==> src/rtl/alu8_pkg.sv <==
package alu8_pkg;
  localparam int DW = 8;
  localparam int OPW = 5;
  localparam int FW = 5;
  localparam int NW = DW / 2;

  typedef enum logic [OPW-1:0] {
    OP_ADD = 5'd0, OP_ADC = 5'd1, OP_ABA = 5'd2, OP_SUB = 5'd3,
    OP_SBC = 5'd4, OP_CMP = 5'd5, OP_AND = 5'd6, OP_BIT = 5'd7,
    OP_EOR = 5'd8, OP_ORA = 5'd9, OP_PASS = 5'd10, OP_COM = 5'd11,
    OP_NEG = 5'd12, OP_INC = 5'd13, OP_DEC = 5'd14, OP_CLR = 5'd15,
    OP_TST = 5'd16, OP_LSR = 5'd17, OP_ASR = 5'd18, OP_ASL = 5'd19,
    OP_ROL = 5'd20, OP_ROR = 5'd21, OP_DAA = 5'd22
  } op_e;

  typedef struct packed {
    logic h;
    logic n;
    logic z;
    logic v;
    logic c;
  } flags_t;
endpackage

==> src/rtl/alu8_addsub.sv <==
module alu8_addsub
  import alu8_pkg::*;
(
  input  logic [DW-1:0] a,
  input  logic [DW-1:0] b,
  input  logic          cin,
  input  logic          sub,
  input  logic          use_c,
  output logic [DW-1:0] r,
  output logic          hc,
  output logic          co,
  output logic          ov
);
  logic [DW:0]   sum;
  logic [NW:0]   nsum;
  logic [DW-1:0] bx;
  logic          ci;

  always_comb begin
    bx   = sub ? ~b : b;
    ci   = sub ? ~(use_c & cin) : (use_c & cin);
    sum  = {1'b0, a} + {1'b0, bx} + {{DW{1'b0}}, ci};
    nsum = {1'b0, a[NW-1:0]} + {1'b0, bx[NW-1:0]} + {{NW{1'b0}}, ci};
    r    = sum[DW-1:0];
    hc   = nsum[NW];
    co   = sub ? ~sum[DW] : sum[DW];
    ov   = (a[DW-1] == bx[DW-1]) && (sum[DW-1] != a[DW-1]);
  end
endmodule

==> src/rtl/alu8_logic.sv <==
module alu8_logic
  import alu8_pkg::*;
(
  input  logic [DW-1:0] a,
  input  logic [DW-1:0] b,
  input  op_e           op,
  output logic [DW-1:0] r
);
  always_comb begin
    case (op)
      OP_AND, OP_BIT: r = a & b;
      OP_EOR:         r = a ^ b;
      OP_ORA:         r = a | b;
      OP_PASS:        r = b;
      default:        r = '0;
    endcase
  end
endmodule

==> src/rtl/alu8_unary.sv <==
module alu8_unary
  import alu8_pkg::*;
(
  input  logic [DW-1:0] a,
  input  logic          cin,
  input  op_e           op,
  output logic [DW-1:0] r,
  output logic          co,
  output logic          ov
);
  localparam logic [DW-1:0] MINNEG = {1'b1, {(DW-1){1'b0}}};
  localparam logic [DW-1:0] MAXPOS = {1'b0, {(DW-1){1'b1}}};

  always_comb begin
    r  = a;
    co = cin;
    ov = 1'b0;
    case (op)
      OP_COM: begin r = ~a; co = 1'b1; end
      OP_NEG: begin r = '0 - a; co = (a != '0); ov = (a == MINNEG); end
      OP_INC: begin r = a + 1'b1; ov = (a == MAXPOS); end
      OP_DEC: begin r = a - 1'b1; ov = (a == MINNEG); end
      OP_CLR: begin r = '0; co = 1'b0; end
      OP_TST: begin r = a; co = 1'b0; end
      OP_LSR: begin r = {1'b0, a[DW-1:1]}; co = a[0]; end
      OP_ASR: begin r = {a[DW-1], a[DW-1:1]}; co = a[0]; end
      OP_ASL: begin r = {a[DW-2:0], 1'b0}; co = a[DW-1]; end
      OP_ROL: begin r = {a[DW-2:0], cin}; co = a[DW-1]; end
      OP_ROR: begin r = {cin, a[DW-1:1]}; co = a[0]; end
      default: ;
    endcase
    if (op inside {OP_LSR, OP_ASR, OP_ASL, OP_ROL, OP_ROR})
      ov = r[DW-1] ^ co;
  end
endmodule

==> src/rtl/alu8_bcd.sv <==
module alu8_bcd
  import alu8_pkg::*;
(
  input  logic [DW-1:0] a,
  input  logic          hin,
  input  logic          cin,
  output logic [DW-1:0] r,
  output logic          co,
  output logic          ov
);
  logic [NW-1:0] lo, hi;
  logic          fix_lo, fix_hi;
  logic [DW-1:0] corr;

  always_comb begin
    lo     = a[NW-1:0];
    hi     = a[DW-1:NW];
    fix_lo = hin || (lo > 4'd9);
    fix_hi = cin || (hi > 4'd9) || ((hi > 4'd8) && (lo > 4'd9));
    corr   = {(fix_hi ? 4'h6 : 4'h0), (fix_lo ? 4'h6 : 4'h0)};
    r      = a + corr;
    co     = cin | fix_hi;
    ov     = (a[DW-1] == corr[DW-1]) && (r[DW-1] != a[DW-1]);
  end
endmodule

==> src/rtl/alu8_cc.sv <==
module alu8_cc
  import alu8_pkg::*;
(
  input  logic           clk,
  input  logic           rst,
  input  logic           in_valid,
  input  logic [OPW-1:0] op,
  input  logic [DW-1:0]  opa,
  input  logic [DW-1:0]  opb,
  input  logic [FW-1:0]  flags_in,
  output logic           out_valid,
  output logic [DW-1:0]  res,
  output logic [FW-1:0]  flags_out,
  output logic [FW-1:0]  upd_mask,
  output logic           wr_en
);
  localparam logic [FW-1:0] M_ALL  = 5'b11111;
  localparam logic [FW-1:0] M_NZVC = 5'b01111;
  localparam logic [FW-1:0] M_NZV  = 5'b01110;

  op_e    opc;
  flags_t fin;
  assign opc = op_e'(op);
  assign fin = flags_t'(flags_in);

  logic [DW-1:0] as_r, lg_r, un_r, bc_r;
  logic          as_h, as_c, as_v, un_c, un_v, bc_c, bc_v;
  logic          is_sub, is_carry;

  assign is_sub   = (opc == OP_SUB) || (opc == OP_SBC) || (opc == OP_CMP);
  assign is_carry = (opc == OP_ADC) || (opc == OP_SBC);

  alu8_addsub u_addsub (
    .a(opa), .b(opb), .cin(fin.c), .sub(is_sub), .use_c(is_carry),
    .r(as_r), .hc(as_h), .co(as_c), .ov(as_v)
  );
  alu8_logic u_logic (.a(opa), .b(opb), .op(opc), .r(lg_r));
  alu8_unary u_unary (
    .a(opa), .cin(fin.c), .op(opc), .r(un_r), .co(un_c), .ov(un_v)
  );
  alu8_bcd u_bcd (
    .a(opa), .hin(fin.h), .cin(fin.c), .r(bc_r), .co(bc_c), .ov(bc_v)
  );

  logic [DW-1:0] r_c;
  flags_t        f_c;
  logic [FW-1:0] m_c;
  logic          w_c;

  always_comb begin
    r_c = '0;
    f_c = fin;
    m_c = '0;
    w_c = 1'b0;
    case (opc)
      OP_ADD, OP_ADC, OP_ABA: begin
        r_c = as_r; f_c.h = as_h; f_c.c = as_c; f_c.v = as_v;
        m_c = M_ALL; w_c = 1'b1;
      end
      OP_SUB, OP_SBC, OP_CMP: begin
        r_c = as_r; f_c.c = as_c; f_c.v = as_v;
        m_c = M_NZVC; w_c = (opc != OP_CMP);
      end
      OP_AND, OP_BIT, OP_EOR, OP_ORA, OP_PASS: begin
        r_c = lg_r; f_c.v = 1'b0;
        m_c = M_NZV; w_c = (opc != OP_BIT);
      end
      OP_INC, OP_DEC: begin
        r_c = un_r; f_c.v = un_v;
        m_c = M_NZV; w_c = 1'b1;
      end
      OP_COM, OP_NEG, OP_CLR, OP_TST, OP_LSR, OP_ASR, OP_ASL, OP_ROL, OP_ROR: begin
        r_c = un_r; f_c.c = un_c; f_c.v = un_v;
        m_c = M_NZVC; w_c = (opc != OP_TST);
      end
      OP_DAA: begin
        r_c = bc_r; f_c.c = bc_c; f_c.v = bc_v;
        m_c = M_NZVC; w_c = 1'b1;
      end
      default: ;
    endcase
    f_c.n = r_c[DW-1];
    f_c.z = (r_c == '0);
  end

  always_ff @(posedge clk) begin
    if (rst) begin
      out_valid <= 1'b0;
      res       <= '0;
      flags_out <= '0;
      upd_mask  <= '0;
      wr_en     <= 1'b0;
    end else begin
      out_valid <= in_valid;
      if (in_valid) begin
        res       <= r_c;
        flags_out <= (FW'(f_c) & m_c) | (flags_in & ~m_c);
        upd_mask  <= m_c;
        wr_en     <= w_c;
      end else begin
        upd_mask  <= '0;
        wr_en     <= 1'b0;
      end
    end
  end

  assert_idle_quiet_R1: assert property (@(posedge clk) disable iff (rst)
    !out_valid |-> (!wr_en && upd_mask == '0));

  assert_pass_through_R2: assert property (@(posedge clk) disable iff (rst)
    out_valid |-> (((flags_out ^ $past(flags_in)) & ~upd_mask) == '0));

  assert_half_only_add_R3: assert property (@(posedge clk) disable iff (rst)
    (out_valid && upd_mask[4]) |-> ($past(op) <= 5'd2));

  assert_flag_only_ops_R4: assert property (@(posedge clk) disable iff (rst)
    (out_valid && ($past(op) == 5'd5 || $past(op) == 5'd7 || $past(op) == 5'd16)) |-> !wr_en);

  assert_clear_flags_R7: assert property (@(posedge clk) disable iff (rst)
    (out_valid && $past(op) == 5'd15) |-> (res == '0 && flags_out[3:0] == 4'b0100));

  assert_lsr_positive_R11: assert property (@(posedge clk) disable iff (rst)
    (out_valid && $past(op) == 5'd17) |-> !flags_out[3]);

  assert_undef_inert_R13: assert property (@(posedge clk) disable iff (rst)
    (out_valid && $past(op) > 5'd22) |-> (!wr_en && upd_mask == '0));
endmodule

==> config.mk <==
export PLATFORM = sky130hd
export DESIGN_NAME = alu8_cc
export DESIGN_NICKNAME = d
export VERILOG_FILES = /design/src/rtl/alu8_pkg.sv /design/src/rtl/alu8_addsub.sv /design/src/rtl/alu8_logic.sv /design/src/rtl/alu8_unary.sv /design/src/rtl/alu8_bcd.sv /design/src/rtl/alu8_cc.sv
export SDC_FILE = /design/constraint.sdc
export NUM_CORES = 1
export LEC_CHECK = 0
export BUFFER_PORTS_ARGS = -buffer_cell sky130_fd_sc_hd__buf_4
export CORE_ASPECT_RATIO = 0.7
export CORE_MARGIN = 1
export CORE_UTILIZATION = 39
export DETAILED_ROUTE_END_ITERATION = 10
export GPL_TIMING_DRIVEN = 0
export SLEW_MARGIN = 20
export SYNTH_ARGS = -nofsm -noshare
export SYNTH_HDL_FRONTEND = slang
export SYNTH_SLANG_ARGS = --single-unit
==> constraint.sdc <==
create_clock -name clk -period 9.81 [get_ports clk]
set_input_delay 1.4715 -clock clk [delete_from_list [all_inputs] [get_ports clk]]
set_output_delay 1.4715 -clock clk [all_outputs]
set_load 0.005 [all_outputs]
==> results_dict.tcl <==
set metrics [dict create \
    routed_wl_um 12270 \
    htreeDepth 1 \
    status "finished clean" \
    die_w_um 112.4 \
    grt_pass1_vias 3383 \
    avgRoutedWirePerCell_um 20.38 \
    clk_pin_slew_ns 0.05 \
    total_power_uw 332.8 \
    initial_core_util 0.4119 \
    finalSetupTns_ns 0 \
    synth_xor_area_frac 0.06057 \
    place.gp.congestion 0.9747 \
    first_iter_violations 501 \
    fmax_ghz 0.1809 \
    peakVddDrop_v 0.00006725 \
    synthSimpleGateAreaFrac 0.2656 \
    finClkSkew_ns 0 \
    final_nets 572 \
    grt_max_degree 14 \
    cts_setup_buffers 0 \
    dieArea_sq_um 8906 \
    hpwl_um 9590 \
    synth_area_per_cell_sq_um 7.358 \
    antenna_found_initial 0 \
    cts_tree "built" \
    drive_above_1_share 0.1697 \
    final_cell_mix "buf_4, nor2_1, ha_1" \
    criticalPathCategory "in -> reg" \
    die_h_um 79.26 \
    ys_seq_area_frac 0.1084 \
    clock-sinks 18 \
    via_per_inst 6.130 \
    portBuffers 46 \
    p_per_area_nw_per_um2 85.93 \
    root_buffer "clkbuf_16" \
    yosys_register_bits 18 \
    vias 3690 \
    synth_compound_area_frac 0.2991 \
    clk_latency_ns 0.24 \
    grtUsageTotal 0.2807 \
    drcViolationCount 0 \
    synth_nets 521 \
    p_leak_uw 0.001661 \
    synth-edff-count 0 \
    final_common_cell "buf_4" \
    cp_max_fo 10 \
    rsz0062_at_grt "false" \
    multi_input_area_sq_um 2693 \
    synthCells 452 \
    register_area_sq_um 360.3 \
    ios 49 \
    nFillCells 828 \
    syn_area_sq_um 3326 \
    rows 27 \
    ant_nets 0 \
    num_antenna_cells 0 \
    setup_viol 0 \
    slew_viol_final 0 \
    period_share 0.5634 \
    synthAdderAreaFrac 0.1595 \
    cts_buffer_depth 2 \
    cts_resized 0 \
    synth.distinct_cells 80 \
    dr.pass1.iters 6 \
    worstPathRequired_ns 9.92 \
    maxCapViolations 0 \
    core_region_area_sq_um 8074 \
    muxShareOfSynthArea 0.02483 \
    postSynth.asyncResetShare 0 \
    worstMarginPinSlew_ns 0.8901 \
    max_slew_margin 0.4021 \
    period_minus_slack_ns 5.527 \
    hp-class "reg -> reg" \
    cts-hold-fix-buffers 0 \
    grt_overflow_total 0 \
    hold_viol_final 0 \
    critPathLaunchType "input port" \
    grt_pass1_wl_um 19130 \
    area_delta_synth_final_pct 16.44 \
    synth_top_family_by_area "compound AO/OA/AOI/OAI gates" \
    ys_warn_count 0 \
    worstPathArrival_ns 5.63 \
    cts_buffers 3 \
    ys.flop_type "dfxtp_1" \
    holdWs_ns 0.4795 \
    critPathCaptureType "flip-flop" \
]
critical path: stages:
cell and delay (ns):
buf_4 0.14, buf_2 0.17, nor2_1 0.62, o21a_1 0.21
buf_2 0.32, xnor2_1 0.14, fa_1 0.52, fa_1 0.45
a21o_1 0.18, a21oi_1 0.30, o21ai_0 0.29, a31oi_1 0.34
mux2i_1 0.12, o311ai_1 0.24, a21oi_1 0.10
cells in the mapped netlist, drive strengths merged, types with 6 or more instances:
master	n	area [sq um]
nor3	17	90.09
a21oi	30	157.7
nand2b	13	88.83
inv	26	97.59
nand2	25	96.35
o21ai	26	133.9
buf	21	130.1
nor2b	7	46.30
mux2i	6	60.06
a21o	9	67.56
xnor2	18	157.7
nand3	18	90.09
dfxtp	18	360.4
nor2	45	173.9
clkbuf	12	45.04
ha	36	450.4
a211oi	15	117.6
state kept, by name, summed over array words and instances (netlist names):
register   count
out_valid      1
upd_mask       3
flags_out      5
res            8
wr_en          1
stage by stage:
| step | cell area, sq um | std cells | setup WS, ns | util |
|---|---|---|---|---|
| floorplan | 3326 | 452 | 5.223 | - |
| global placement | 3797 | 599 | 4.133 | 0.4703 |
| detailed placement | 3797 | 599 | 4.104 | 0.4703 |
| CTS | 3872 | 602 | 4.354 | 0.4796 |
| global route | 3872 | 602 | 4.060 | 0.4796 |
| finish | 3872 | 602 | 4.283 | 0.4796 |
metal layers:
layer,GRT usage,routed length (um),share of wire
met3,0.04656,1047,0.085
met4,0.04533,161,0.013
met2,0.4155,5011,0.41
met5,0,0,0
met1,0.4242,6046,0.49
area by class of cell:
cell class,count,area share
buffer,33,0.04523
clock buffer,3,0.01939
inverter,26,0.02520
multi-input combinational,375,0.6953
sequential,18,0.09305
tap,101,0.03263
timing repair buffer,46,0.08918
power breakdown:
| part | internal [uW] | switching, uW | total [uW] |
|---|---|---|---|
| logic | 71.3 | 102 | 173 |
| registers | 78.5 | 2.59 | 81.1 |
| clock network | 53.5 | 25.0 | 78.5 |
| total | 203 | 129 | 333 |
final timing paths:
check | endpoint | startpoint | cells past startpoint | slack, ns
worst max-delay path | flags_out[0]$_SDFFE_PP0P_ | op[4] | 15 | 4.28
worst max register to register | flags_out[2]$_SDFFE_PP0P_ | flags_out[2]$_SDFFE_PP0P_ | 5 | 8.29
worst min-delay path | flags_out[0]$_SDFFE_PP0P_ | flags_out[0]$_SDFFE_PP0P_ | 2 | 0.48
worst min register to register | flags_out[0]$_SDFFE_PP0P_ | flags_out[0]$_SDFFE_PP0P_ | 2 | 0.48
kinds of logic (layout without fill, tap and decap cells):
family	Yosys count	count (layout)
buffers and inverters	59	108
and+or+nand+nor	164	164
AOI/OAI and AO/OA	140	140
DFF	18	18
adders and majority gates	40	40
xor gates and xnor gates	23	23
muxes	8	8
Note: power is estimated with default switching activity, not from simulation.
